--- src/rtl/bpr_regbank_pkg.sv ---
package bpr_regbank_pkg;
  localparam int unsigned DATA_W    = 32;
  localparam int unsigned OFF_W     = 12;
  localparam int unsigned PMR_W     = 8;
  localparam int unsigned BP_W      = 3;
  localparam int unsigned NUM_APR   = 4;
  localparam int unsigned APR_IDX_W = $clog2(NUM_APR);

  localparam logic [OFF_W-1:0] OFF_PMR  = 12'h004;
  localparam logic [OFF_W-1:0] OFF_BP   = 12'h008;
  localparam logic [OFF_W-1:0] OFF_ABP  = 12'h01c;
  localparam logic [7:0]       APR_PAGE = 8'h0d;

  localparam logic [BP_W-1:0] MIN_BP_S  = 3'd0;
  localparam logic [BP_W-1:0] MIN_BP_NS = 3'd1;

  typedef enum logic [2:0] {
    TGT_NONE,
    TGT_PMR,
    TGT_BP_S,
    TGT_BP_NS,
    TGT_APR
  } tgt_e;

  typedef struct packed {
    tgt_e                 tgt;
    logic [APR_IDX_W-1:0] apr_idx;
  } sel_t;

  function automatic logic [BP_W-1:0] clamp_bp(logic [BP_W-1:0] v, logic [BP_W-1:0] lo);
    return (v < lo) ? lo : v;
  endfunction
endpackage

--- src/rtl/bpr_decode.sv ---
module bpr_decode
  import bpr_regbank_pkg::*;
#(
  parameter bit SEC_EXT    = 1'b1,
  parameter bit HAS_GROUPS = 1'b1
) (
  input  logic [OFF_W-1:0] offset_i,
  input  logic             secure_i,
  output sel_t             sel_o
);
  logic ns_view;

  always_comb begin
    ns_view       = SEC_EXT && !secure_i;
    sel_o.tgt     = TGT_NONE;
    sel_o.apr_idx = '0;
    unique case (offset_i)
      OFF_PMR: sel_o.tgt = TGT_PMR;
      OFF_BP:  sel_o.tgt = ns_view ? TGT_BP_NS : TGT_BP_S;
      OFF_ABP: if (HAS_GROUPS && !ns_view) sel_o.tgt = TGT_BP_NS;
      default: begin
        // active-priority words: 0x0d0..0x0dc, word aligned
        if (offset_i[OFF_W-1:4] == APR_PAGE && offset_i[1:0] == 2'b00) begin
          sel_o.tgt     = TGT_APR;
          sel_o.apr_idx = offset_i[2 +: APR_IDX_W];
        end
      end
    endcase
  end
endmodule

--- src/rtl/bpr_cpu_bank.sv ---
module bpr_cpu_bank
  import bpr_regbank_pkg::*;
(
  input  logic              clk_i,
  input  logic              rst_ni,
  input  logic              wr_en_i,
  input  sel_t              sel_i,
  input  logic [DATA_W-1:0] wdata_i,
  output logic [PMR_W-1:0]  pmr_o,
  output logic [BP_W-1:0]   bp_s_o,
  output logic [BP_W-1:0]   bp_ns_o,
  output logic [DATA_W-1:0] apr_o [NUM_APR]
);
  logic [PMR_W-1:0] pmr_q;
  logic [BP_W-1:0]  bp_s_q, bp_ns_q;

  always_ff @(posedge clk_i or negedge rst_ni) begin
    if (!rst_ni) begin
      pmr_q   <= '0;
      bp_s_q  <= MIN_BP_S;
      bp_ns_q <= MIN_BP_NS;
    end else if (wr_en_i) begin
      unique case (sel_i.tgt)
        TGT_PMR:   pmr_q   <= wdata_i[PMR_W-1:0];
        TGT_BP_S:  bp_s_q  <= clamp_bp(wdata_i[BP_W-1:0], MIN_BP_S);
        TGT_BP_NS: bp_ns_q <= clamp_bp(wdata_i[BP_W-1:0], MIN_BP_NS);
        default: ;
      endcase
    end
  end

  for (genvar i = 0; i < NUM_APR; i++) begin : g_apr
    logic [DATA_W-1:0] apr_q;
    always_ff @(posedge clk_i or negedge rst_ni) begin
      if (!rst_ni)
        apr_q <= '0;
      else if (wr_en_i && sel_i.tgt == TGT_APR && sel_i.apr_idx == APR_IDX_W'(i))
        apr_q <= wdata_i;
    end
    assign apr_o[i] = apr_q;
  end

  assign pmr_o   = pmr_q;
  assign bp_s_o  = bp_s_q;
  assign bp_ns_o = bp_ns_q;


  bp_ns_min_chk: assert property (@(posedge clk_i) disable iff (!rst_ni)
    bp_ns_q >= MIN_BP_NS);


  bank_hold_chk: assert property (@(posedge clk_i) disable iff (!rst_ni)
    !wr_en_i |=> $stable({pmr_q, bp_s_q, bp_ns_q}));


  pmr_only_chk: assert property (@(posedge clk_i) disable iff (!rst_ni)
    (wr_en_i && sel_i.tgt != TGT_PMR) |=> $stable(pmr_q));


  bp_s_only_chk: assert property (@(posedge clk_i) disable iff (!rst_ni)
    (wr_en_i && sel_i.tgt != TGT_BP_S) |=> $stable(bp_s_q));
endmodule

--- src/rtl/bpr_regbank.sv ---
module bpr_regbank
  import bpr_regbank_pkg::*;
#(
  parameter int unsigned NUM_CPU  = 2,
  parameter int unsigned REVISION = 2,
  parameter bit          SEC_EXT  = 1'b1,
  localparam int unsigned CPU_W   = (NUM_CPU > 1) ? $clog2(NUM_CPU) : 1
) (
  input  logic              clk_i,
  input  logic              rst_ni,
  input  logic              req_i,
  input  logic              we_i,
  input  logic [CPU_W-1:0]  cpu_i,
  input  logic              secure_i,
  input  logic [OFF_W-1:0]  offset_i,
  input  logic [DATA_W-1:0] wdata_i,
  output logic [DATA_W-1:0] rdata_o
);
  localparam bit HAS_GROUPS = (REVISION >= 2) || SEC_EXT;

  sel_t              sel;
  logic              cpu_ok;
  logic [DATA_W-1:0] rd_val;

  logic [PMR_W-1:0]  pmr_w   [NUM_CPU];
  logic [BP_W-1:0]   bp_s_w  [NUM_CPU];
  logic [BP_W-1:0]   bp_ns_w [NUM_CPU];
  logic [DATA_W-1:0] apr_w   [NUM_CPU][NUM_APR];

  assign cpu_ok = int'(cpu_i) < NUM_CPU;

  bpr_decode #(
    .SEC_EXT   (SEC_EXT),
    .HAS_GROUPS(HAS_GROUPS)
  ) u_decode (
    .offset_i(offset_i),
    .secure_i(secure_i),
    .sel_o   (sel)
  );

  for (genvar c = 0; c < NUM_CPU; c++) begin : g_cpu
    logic wr_en;
    assign wr_en = req_i && we_i && cpu_i == CPU_W'(c);

    bpr_cpu_bank u_bank (
      .clk_i  (clk_i),
      .rst_ni (rst_ni),
      .wr_en_i(wr_en),
      .sel_i  (sel),
      .wdata_i(wdata_i),
      .pmr_o  (pmr_w[c]),
      .bp_s_o (bp_s_w[c]),
      .bp_ns_o(bp_ns_w[c]),
      .apr_o  (apr_w[c])
    );
  end

  always_comb begin
    rd_val = '0;
    if (cpu_ok) begin
      unique case (sel.tgt)
        TGT_PMR:   rd_val = DATA_W'(pmr_w[cpu_i]);
        TGT_BP_S:  rd_val = DATA_W'(bp_s_w[cpu_i]);
        TGT_BP_NS: rd_val = DATA_W'(bp_ns_w[cpu_i]);
        TGT_APR:   rd_val = apr_w[cpu_i][sel.apr_idx];
        default:   rd_val = '0;
      endcase
    end
  end

  always_ff @(posedge clk_i or negedge rst_ni) begin
    if (!rst_ni)
      rdata_o <= '0;
    else if (req_i && !we_i)
      rdata_o <= rd_val;
  end


  abp_raz_chk: assert property (@(posedge clk_i) disable iff (!rst_ni)
    (req_i && !we_i && offset_i == OFF_ABP && SEC_EXT && !secure_i) |=> rdata_o == '0);


  abp_nogroup_chk: assert property (@(posedge clk_i) disable iff (!rst_ni)
    (req_i && !we_i && offset_i == OFF_ABP && !HAS_GROUPS) |=> rdata_o == '0);


  unmapped_raz_chk: assert property (@(posedge clk_i) disable iff (!rst_ni)
    (req_i && !we_i && sel.tgt == TGT_NONE) |=> rdata_o == '0);


  rdata_hold_chk: assert property (@(posedge clk_i) disable iff (!rst_ni)
    !(req_i && !we_i) |=> $stable(rdata_o));


  bp_read_min_chk: assert property (@(posedge clk_i) disable iff (!rst_ni)
    (req_i && !we_i && sel.tgt == TGT_BP_NS) |=> rdata_o != '0);
endmodule

--- config.mk ---
export PLATFORM = sky130hd
export DESIGN_NAME = bpr_regbank
export DESIGN_NICKNAME = d
export VERILOG_FILES = /design/src/rtl/bpr_regbank_pkg.sv /design/src/rtl/bpr_decode.sv /design/src/rtl/bpr_cpu_bank.sv /design/src/rtl/bpr_regbank.sv
export SDC_FILE = /design/constraint.sdc
export NUM_CORES = 1
export LEC_CHECK = 0
export BUFFER_PORTS_ARGS = -buffer_cell sky130_fd_sc_hd__buf_2
export CAP_MARGIN = 0
export CORE_MARGIN = 1.5
export CORE_UTILIZATION = 25
export DETAILED_ROUTE_END_ITERATION = 8
export SKIP_LAST_GASP = 1
export SYNTH_ARGS = -nofsm -noshare
export SYNTH_HDL_FRONTEND = slang
export SYNTH_SLANG_ARGS = --single-unit
--- constraint.sdc ---
create_clock -name clk_i -period 1.7 [get_ports clk_i]
set_clock_uncertainty 0.15 [all_clocks]
set_input_delay 0.255 -clock clk_i [delete_from_list [all_inputs] [get_ports clk_i]]
set_output_delay 0.255 -clock clk_i [all_outputs]
set_load 0.01 [all_outputs]
==> flow_metrics.py <==
metrics = {
    "synth": {
        "synth_xor_xnor_area_share": 0,
        "yosys-top-cells-area": "dfrtp_1 55%, mux2_2 22%, mux2i_1 7.9%, a32o_1 1.7%, mux4_2 1.6%",
        "synth_area_sq_um": 14200,
        "synth_top_family_by_area": "multiplexers",
        "synthSimpleGateAreaFrac": 0.0352,
        "avgSynthCellArea_sq_um": 14.2,
        "synth.top_cell.area_share": 0.555,
        "async_flop_share": 1.00,
        "synth_edf_count": 0,
        "yosysWarnings": 0,
        "synth_compound_area_frac": 0.0577,
        "ys_seq_area_frac": 0.558,
        "synth_ff_type": "dfrtp_1",
        "ys_seq_elements": 316,
        "synth_fa_ha_area_frac": 0,
        "yosysTopAreaCell": "dfrtp_1",
        "synth_cell_types": 46,
        "synth_cells": 996,
        "synthMuxAreaShare": 0.326,
        "syn_nets": 1046,
    },
    "pwr": {
        "ir_drop_v": 0.000548,
        "power_density_nw_per_um2": 892,
        "leakagePower_nw": 9.13,
    },
    "finish": {
        "drive_gt1_frac": 0.476,
        "area_growth_pct": 27.4,
        "antenna_cells": 0,
        "layoutNonFillerInstCount": 1959,
        "layout.nets": 1227,
        "fillers": 5586,
    },
    "floorplanning": {
        "num_rows": 87,
        "dieArea_sq_um": 58100,
        "fp.dieH_microns": 241,
        "core_area_sq_um": 56200,
        "initial_core_util": 0.252,
        "die_w_microns": 241,
        "ios": 82,
    },
    "route": {
        "via_count": 8852,
        "drcViolationCount": 0,
        "post_drt_via_cell_ratio": 4.52,
        "wl_per_cell_microns": 18.4,
        "dr.first_iter.drc_count": 329,
        "firstDrtPassIters": 5,
        "routed_wl_microns": 36000,
        "postRouteAntennaNets": 0,
    },
    "grt": {
        "grt_max_degree": 66,
        "grt_pass1_wl_microns": 56300,
        "overflow": 0,
        "antenna_found_initial": 2,
        "gr-usage-all-layers": 0.126,
        "grt_pass1_vias": 9552,
    },
    "setup_path": {
        "reg2reg_to": "rdata_o[5]",
        "crit_arrival_ps": 1930,
        "critical_path_required_ps": 1940,
        "crit_fanout": 2,
        "critPathLaunchType": "flip-flop",
        "crit_path_end_kind": "flip-flop",
        "rrSetupSlack_ps": 9,
        "reg2regPathDepth": 5,
        "critPathKind": "reg -> reg",
        "r2r-start": "g_cpu[1].u_bank.g_apr[1].apr_q[5]",
    },
    "cts": {
        "cts_tree": "done",
        "htreeDepth": 2,
        "clk_latency_ps": 520,
        "cts_buffers": 34,
        "cts_root_buf": "clkbuf_16",
        "clockBufferDepth": 3,
        "cts.sinks": 316,
        "clk_pin_slew_worst_paths_ps": 70,
    },
    "timing": {
        "tightestPinTransition_ps": 458,
        "grt_setup_unrepaired": "yes",
        "min_period_over_period": 0.994,
        "setup-violations-final": 0,
        "slew_headroom": 0.695,
        "timing.hold.ws_ps": 24.1,
        "fmax_mhz": 592,
        "report.final.slew_viol_count": 0,
        "min_period_ps": 1690,
        "finalHoldViolCount": 0,
    },
    "run_status": {
        "status": "complete, no violations",
    },
    "hold_path": {
        "hp-class": "in -> async",
    },
    "placement": {
        "placedCellCount": 1868,
        "place_hpwl_microns": 24900,
        "numPortBuffers": 81,
        "gp_congestion": 0.767,
    },
    "run": {
        "max_cap_violations": 0,
    },
}
-- metrics by stage --
stage | total power [W] | setup slack (ps) | setup TNS, ps | util | cell area (sq um)
final | 0.0161 | 9.40 | 0 | 0.321 | 18100
after global routing | 0.0167 | -101 | -240 | 0.321 | 18100
after CTS | 0.0163 | -13.3 | -13.3 | 0.321 | 18000
after detailed placement | 0.00857 | -529 | -121990 | 0.295 | 16600
after global placement | 0.00855 | -633 | -120450 | 0.295 | 16600
after floorplan | 0.00800 | -210 | -51500 | - | 14500
-- Yosys cell counts, types with 2 or more instances --
cell       instances
nand3_1            6
mux2_1            12
nand2_1           45
nand4_1            2
clkbuf_1          18
o31ai_1            3
o21ai_0            5
a31oi_1            2
nor2_1             9
nand3_2            3
mux4_2            10
a211oi_1           4
nor3_2             2
dfstp_2            2
nor2b_1            8
a221oi_1           5
dfrtp_1          314
o311ai_0           4
buf_1              9
nand2b_1           6
and2_1             2
o22a_1             7
mux2i_1          112
a22o_1            20
buf_2             42
a21oi_1           20
a32o_1            24
mux2_2           279
o2111ai_1          3
nor3_1             2
-- layout make-up --
type / instances / area [sq um] / share of cell area
clock buffer: 48 / 1010 / 0.0558
clock inverter: 14 / 154 / 0.00852
multi-input combinational: 610 / 6130 / 0.339
sequential: 316 / 7910 / 0.438
tap: 756 / 946 / 0.0524
timing repair buffer: 215 / 1910 / 0.106
-- cells in the final DEF, fill, tap and decap left out, types with 4 or more instances in the layout --
cell / instances
a211oi_1: 4
a21oi_1: 20
a221oi_1: 4
a22o_1: 20
a32o_1: 24
buf_12: 33
buf_2: 79
buf_4: 74
clkbuf_1: 7
clkbuf_16: 37
clkbuf_8: 4
clkinv_2: 9
dfrtp_1: 314
dlygate4sd3_1: 27
mux2_2: 274
mux2_4: 15
mux2i_1: 112
mux4_2: 10
nand2_1: 40
nand2_2: 5
nand2b_1: 5
nand3_1: 6
nor2b_1: 6
o22a_1: 7
-- power breakdown --
group	internal [W]	total, W	switching [W]
combinational	0.000368	0.000934	0.000567
sequential	0.00753	0.00753	0.00000396
clock	0.00461	0.00763	0.00302
total	0.0125	0.0161	0.00359
-- sequential cells by signal (all words and copies together) (netlist names) --
signal,count
rdata_o,32
g_cpu.u_bank.pmr_o,16
g_cpu.u_bank.g_apr.apr_q,256
g_cpu.u_bank.bp_s_o,6
g_cpu.u_bank.bp_ns_o,6
-- worst max-delay path: stages, from the launching register on --
cell      delay [ps]
dfrtp_1          370
mux2_2           260
a222oi_1         430
o21ai_1          160
nand2_1          110
o311ai_1          90
-- how the worst max path moves through the flow --
| stage | start | endpoint | slack [ps] |
|---|---|---|---|
| 5_1_grt | g_cpu[1].u_bank.g_apr[1].apr_q[5] | rdata_o[5] | -100 |
| 2_1_floorplan | offset_i[10] | g_cpu[1].u_bank.g_apr[0].apr_q[11] | -210 |
| 6_report | g_cpu[1].u_bank.g_apr[1].apr_q[5] | rdata_o[5] | 9 |
| 3_3_place_gp | offset_i[5] | g_cpu[0].u_bank.bp_s_o[1] | -630 |
| 4_1_cts | g_cpu[1].u_bank.g_apr[1].apr_q[5] | rdata_o[5] | -10 |
| 3_5_place_dp | offset_i[5] | g_cpu[0].u_bank.bp_s_o[0] | -530 |
-- what timing repair did --
item | in CTS | in global routing
pin swaps | 2 | 1
hold buffers | 27 | 0
endpoints found under the setup margin | 5 | 32
setup buffers | 0 | 2
hold endpoints to repair | 525 | 0
gates resized for setup | 4 | 6
cloned | 0 | 0
-- cells by family (layout without fill, tap and decap cells) --
logic type / Yosys count / count (layout)
muxes: 413 / 413
and+or+nand+nor: 94 / 94
DFF: 316 / 316
buffers and inverters: 70 / 277
AOI/OAI and AO/OA: 103 / 103
-- metal layers --
metal | track usage | vias up | share of wire
li1 | - | 4066 | -
met1 | 0.158 | 4614 | 0.44
met2 | 0.219 | 120 | 0.50
met3 | 0.0249 | 48 | 0.038
met4 | 0.0384 | 4 | 0.022
met5 | 0 | - | 0.00061
(Power assumes the default switching activity.)
